==> src/rtl/wdt_pkg.sv <==
package wdt_pkg;
  localparam int CTRL_W      = 16;
  localparam int KEY_W       = 8;
  localparam int RSRC_W      = 16;
  localparam int PER_LSB     = 8;
  localparam int PER_W       = 2;
  localparam int CAUSE_BIT   = 13;
  localparam int EXP_STEP    = 2;
  localparam logic [KEY_W-1:0] KEY_FIRST  = 8'hA5;
  localparam logic [KEY_W-1:0] KEY_SECOND = 8'h5A;

  typedef enum logic {KEY_WAIT, KEY_ARMED} key_state_e;
endpackage

==> src/rtl/wdt_key_seq.sv <==
module wdt_key_seq
  import wdt_pkg::*;
(
  input  logic             clk,
  input  logic             rst_n,
  input  logic             clr_wr,
  input  logic [KEY_W-1:0] clr_wdata,
  output logic             key_done
);
  key_state_e state_q;

  assign key_done = clr_wr && (state_q == KEY_ARMED) && (clr_wdata == KEY_SECOND);

  always_ff @(posedge clk or negedge rst_n) begin
    if (!rst_n) begin
      state_q <= KEY_WAIT;
    end else if (clr_wr) begin
      state_q <= (clr_wdata == KEY_FIRST) ? KEY_ARMED : KEY_WAIT;
    end
  end

  assert_key_disarm_R5: assert property (@(posedge clk) disable iff (!rst_n)
    (clr_wr && clr_wdata != KEY_FIRST) |=> (state_q == KEY_WAIT));
endmodule

==> src/rtl/wdt_timeout.sv <==
module wdt_timeout
  import wdt_pkg::*;
#(
  parameter int BASE_LOG2 = 12
) (
  input  logic             clk,
  input  logic             rst_n,
  input  logic             run,
  input  logic             hold,
  input  logic             restart,
  input  logic [PER_W-1:0] per_sel,
  output logic             expire
);
  localparam int MAX_EXP = BASE_LOG2 + EXP_STEP * ((1 << PER_W) - 1);
  localparam int CNT_W   = MAX_EXP + 1;

  logic [CNT_W-1:0] cnt_q;
  logic [CNT_W-1:0] limit;

  always_comb begin
    limit = CNT_W'(1) << (BASE_LOG2 + EXP_STEP * int'(per_sel));
  end

  assign expire = run && !hold && !restart && (cnt_q >= limit - CNT_W'(1));

  always_ff @(posedge clk or negedge rst_n) begin
    if (!rst_n) begin
      cnt_q <= '0;
    end else if (!run || hold || restart || expire) begin
      cnt_q <= '0;
    end else begin
      cnt_q <= cnt_q + CNT_W'(1);
    end
  end

  assert_clear_restarts_R4: assert property (@(posedge clk) disable iff (!rst_n)
    restart |=> (cnt_q == '0));
  assert_hold_stalls_R9: assert property (@(posedge clk) disable iff (!rst_n)
    hold |=> (cnt_q == '0));
endmodule

==> src/rtl/wdt_req_flag.sv <==
module wdt_req_flag (
  input  logic clk,
  input  logic rst_n,
  input  logic expire,
  input  logic init_ack,
  input  logic rst_ack,
  input  logic rd_clr,
  output logic req,
  output logic cause
);
  logic ack;
  assign ack = init_ack || rst_ack;

  always_ff @(posedge clk or negedge rst_n) begin
    if (!rst_n) begin
      req <= 1'b0;
    end else if (ack) begin
      req <= 1'b0;
    end else if (expire) begin
      req <= 1'b1;
    end
  end

  always_ff @(posedge clk or negedge rst_n) begin
    if (!rst_n) begin
      cause <= 1'b0;
    end else if (req && init_ack) begin
      cause <= 1'b1;
    end else if (rd_clr) begin
      cause <= 1'b0;
    end
  end

  assert_req_held_R6: assert property (@(posedge clk) disable iff (!rst_n)
    (req && !ack) |=> req);
  assert_req_released_R6: assert property (@(posedge clk) disable iff (!rst_n)
    ack |=> !req);
  assert_cause_set_R7: assert property (@(posedge clk) disable iff (!rst_n)
    (req && init_ack) |=> cause);
  assert_cause_read_R8: assert property (@(posedge clk) disable iff (!rst_n)
    (rd_clr && !(req && init_ack)) |=> !cause);
endmodule

==> src/rtl/wdt_keyed.sv <==
module wdt_keyed
  import wdt_pkg::*;
#(
  parameter int BASE_LOG2 = 12
) (
  input  logic              clk,
  input  logic              rst_n,
  input  logic              ctrl_wr,
  input  logic [CTRL_W-1:0] ctrl_wdata,
  input  logic              clr_wr,
  input  logic [KEY_W-1:0]  clr_wdata,
  input  logic              rsrc_rd,
  output logic [RSRC_W-1:0] rsrc_rdata,
  input  logic              init_ack,
  input  logic              rst_ack,
  output logic              init_req,
  output logic              active
);
  logic [PER_W-1:0] per_q;
  logic             key_done;
  logic             expire;
  logic             cause;
  logic             unused_ctrl_bits;

  assign unused_ctrl_bits = ^{ctrl_wdata[CTRL_W-1:PER_LSB+PER_W], ctrl_wdata[PER_LSB-1:0]};

  always_ff @(posedge clk or negedge rst_n) begin
    if (!rst_n) begin
      active <= 1'b0;
      per_q  <= '0;
    end else if (ctrl_wr) begin
      active <= 1'b1;
      per_q  <= ctrl_wdata[PER_LSB +: PER_W];
    end
  end

  wdt_key_seq u_key (
    .clk      (clk),
    .rst_n    (rst_n),
    .clr_wr   (clr_wr),
    .clr_wdata(clr_wdata),
    .key_done (key_done)
  );

  wdt_timeout #(.BASE_LOG2(BASE_LOG2)) u_tmo (
    .clk    (clk),
    .rst_n  (rst_n),
    .run    (active),
    .hold   (init_req),
    .restart(key_done || init_ack || rst_ack),
    .per_sel(per_q),
    .expire (expire)
  );

  wdt_req_flag u_req (
    .clk     (clk),
    .rst_n   (rst_n),
    .expire  (expire),
    .init_ack(init_ack),
    .rst_ack (rst_ack),
    .rd_clr  (rsrc_rd),
    .req     (init_req),
    .cause   (cause)
  );

  always_comb begin
    rsrc_rdata = '0;
    rsrc_rdata[CAUSE_BIT] = cause;
  end

  assert_active_sticky_R2: assert property (@(posedge clk) disable iff (!rst_n)
    active |=> active);
  assert_no_req_idle_R2: assert property (@(posedge clk) disable iff (!rst_n)
    !active |-> !init_req);
endmodule

==> config.mk <==
export PLATFORM = sky130hd
export DESIGN_NAME = wdt_keyed
export DESIGN_NICKNAME = d
export VERILOG_FILES = /design/src/rtl/wdt_pkg.sv /design/src/rtl/wdt_key_seq.sv /design/src/rtl/wdt_timeout.sv /design/src/rtl/wdt_req_flag.sv /design/src/rtl/wdt_keyed.sv
export SDC_FILE = /design/constraint.sdc
export NUM_CORES = 1
export LEC_CHECK = 0
export ABC_AREA = 1
export BUFFER_PORTS_ARGS = -buffer_cell sky130_fd_sc_hd__buf_4
export CORE_AREA = 4 4 47 79
export CTS_BUF_LIST = sky130_fd_sc_hd__clkbuf_4 sky130_fd_sc_hd__clkbuf_8
export CTS_CLUSTER_SIZE = 20
export DETAILED_ROUTE_END_ITERATION = 8
export DIE_AREA = 0 0 51 83
export PLACE_DENSITY = 0.83
export SYNTH_ARGS = -nofsm -noshare
export SYNTH_HDL_FRONTEND = slang
export SYNTH_SLANG_ARGS = --single-unit
==> constraint.sdc <==
create_clock -name clk -period 2.7 [get_ports clk]
set_input_delay 0.54 -clock clk [delete_from_list [all_inputs] [get_ports clk]]
set_output_delay 0.54 -clock clk [all_outputs]
set_load 0.02 [all_outputs]
==> key figures <==
Final layout
  • Final Net Count: 284
  • Commonest non-fill, non-tap cell in the layout: nor2_1
  • Share of cells above drive strength 1: 15.90%
  • Ant diodes: 0
  • Layout area overhead: 11.04%
  • Most frequent cells in the layout: nor2_1, nand2_1, dfrtp_1

Worst setup path
  • Worst EP arrival: 2030 ps
  • Worst r2r src: per_q[1]$_DFFE_PN0P_
  • Critical Path RT: 2880 ps
  • Worst reg-to-reg path cell count: 9
  • Reg-to-reg endpoint: u_tmo.cnt_q[10]$_DFF_PN0_
  • Crit start category: flip-flop
  • Largest fanout on the critical path: 19
  • Reg2Reg Setup Slack: 850 ps
  • Critical path class: flip-flop to flip-flop
  • CP endpoint kind: flip-flop

Die
  • IO Pins: 49
  • Die height: 83 um
  • DIE AREA: 0.004233 mm^2
  • Core Area: 0.003142 mm^2
  • Die width: 51 um
  • FP Rows: 27
  • Initial core utilization: 54.48%

GRT
  • Pin count of the biggest net entering global routing: 26
  • GR Util All Layers: 16.53%
  • Grt total ovfl: 0
  • Antenna violations before repair: 0
  • Vias in the first global route: 1343
  • Global-route wire length before repair: 5547 um

Logic synthesis
  • Yosys reg bits: 25
  • Ys Warns: 0
  • Post-Syn Area: 0.001712 mm^2
  • Post-synth top flop: dfrtp_1
  • Register area share after synthesis: 36.55%
  • Post-synthesis average cell area: 8.036 um^2
  • Number of synthesized flops with an enable pin: 0
  • Async set or reset register ratio after synthesis: 100.0%
  • Post-Synthesis Cells: 213
  • Unique cell type count in the Yosys netlist: 26

STA
  • Fin. max-slew vios: 0
  • Min Tclk post-route: 1847 ps
  • Setup WS post-layout: 852.9 ps
  • Setup tns final: 0 ps
  • RSZ-0062 raised after global routing: false
  • Setup Viol. Count Final: 0
  • FMAX: 0.5414 GHz
  • Fin. Hold Viols: 0
  • Fin Clk Skew: 3.164 ps
  • Crit share post-route: 68.41%

Placed design
  • # port buffers: 19
  • HPWL Detailed: 2464 um
  • GPL Wtd Cong: 0.8466
  • Pre-CTS WS: 853.0 ps

Clock network
  • Clock buffer depth: 2
  • Clk_lat worst skew: 260 ps
  • Post-cts repair resize count: 0
  • CTS clock-pin slew for the worst setup and hold paths: 80 ps
  • Setup Buffers After CTS: 0
  • H-tree levels: 1
  • CTS tree: yes
  • CTS Hold Bufs: 0
  • CTS Buf Count: 3
  • Clock root buffer: clkbuf_8
  • Clock sink count: 25

Route
  • DR pass1 iterations: 4
  • Avg Vias per Cell: 4.752
  • 1st-iter DRT viols: 21
  • Post-route antenna net violation count: 0
  • Per-cell routed wire length: 11.20 um
  • Total wire length: 3158 um
  • DR DRC count: 0
  • Via count: 1340

Outcome
  • Outcome: completed

Flow run
  • Max cap viols: 0

Worst hold path
  • Worst hold path class: input port to async pin

Pwr
  • PD cells: 364.5 mW/mm^2
  • Max IR drop VDD: 276.8 uV
  • Leakage: 0.9199 nW
per-stage QoR:
stage	instances	area, um^2	power (mW)	util, %	hold slack (ps)
3_3_place_gp	278	1852	0.4704	58.94	445.1
3_5_place_dp	278	1852	0.4731	58.94	457.8
5_1_grt	282	1901	0.7234	60.49	193.8
2_1_floorplan	233	1787	0.4566	-	244.4
6_report	282	1901	0.6927	60.49	164.6
4_1_cts	282	1901	0.7013	60.49	174.0
kinds of logic (layout without fill, tap and decap cells):
logic type,after synthesis,after routing,synth area share [%]
AND/OR/NAND/NOR,110,110,29.90
buffers and inverters,40,46,12.72
flip-flops,25,25,36.55
XOR/XNOR,16,16,8.187
adder cells (fa/ha/maj),13,13,9.503
AO/OA/AOI/OAI,7,7,2.266
other,1,21,0.2191
multiplexers,1,1,0.6578
synth_stat cells, types with 2 or more instances:
cell / instances / area (um^2)
nand4_1: 6 / 37.54
xnor2_1: 7 / 61.31
nand3b_1: 2 / 15.01
ha_1: 13 / 162.7
o21ai_0: 2 / 10.01
nor2_2: 7 / 43.79
inv_1: 23 / 86.33
nand2_2: 2 / 12.51
dfrtp_1: 25 / 625.6
nand3_1: 11 / 55.05
nand2_1: 36 / 135.1
nor2_1: 41 / 153.9
buf_4: 16 / 120.1
xor2_1: 9 / 78.83
a21oi_1: 2 / 10.01
power breakdown:
group	total [mW]	switching (mW)	leakage, nW	internal, mW
clock network	0.228	0.112	0.0262	0.115
registers	0.383	0.00461	0.339	0.378
logic	0.0822	0.0540	0.555	0.0282
total	0.693	0.171	0.920	0.522
area by class of cell:
cell class	count	area, um^2
fillers	288	1241
flip-flops and latches	25	625.6
multi-input cells	168	943.4
inverters	23	86.33
well taps	43	53.80
repair buffers	19	142.6
clock buffers	4	48.80
sequential cells by signal (all words and copies together) (netlist names):
| register | cells |
|---|---|
| active | 1 |
| per_q | 2 |
| u_key.state_q | 1 |
| u_req.cause | 1 |
| u_req.req | 1 |
| u_tmo.cnt_q | 19 |
how the worst max path moves through the flow:
stage | start | to | slack, ps
2_1_floorplan | per_q[0]$_DFFE_PN0P_ | u_tmo.cnt_q[14]$_DFF_PN0_ | 1080
3_3_place_gp | per_q[1]$_DFFE_PN0P_ | u_tmo.cnt_q[0]$_DFF_PN0_ | 930
3_5_place_dp | per_q[1]$_DFFE_PN0P_ | u_tmo.cnt_q[10]$_DFF_PN0_ | 850
4_1_cts | per_q[1]$_DFFE_PN0P_ | u_tmo.cnt_q[10]$_DFF_PN0_ | 830
5_1_grt | per_q[1]$_DFFE_PN0P_ | u_tmo.cnt_q[6]$_DFF_PN0_ | 670
6_report | per_q[1]$_DFFE_PN0P_ | u_tmo.cnt_q[10]$_DFF_PN0_ | 850
critical path, cell delays in order (launching register included):
cell and delay (ps):
dfrtp_1 410, inv_1 100, ha_1 310, nand2_1 80, nor2_1 50, nand3_1 100, nor2_1 70, nor2_2 150
nand4_4 280, nor2_1 210
layer usage:
metal,global-route usage (%),routed length [um],share of wire (%),vias to the layer above
li1,-,-,-,677
met1,17.24,1156,37,625
met2,31.02,1805,57,28
met3,1.795,103,3.3,10
met4,7.843,92,2.9,0
met5,0,0,0,-
No activity file was read; power rests on OpenSTA's default activity.
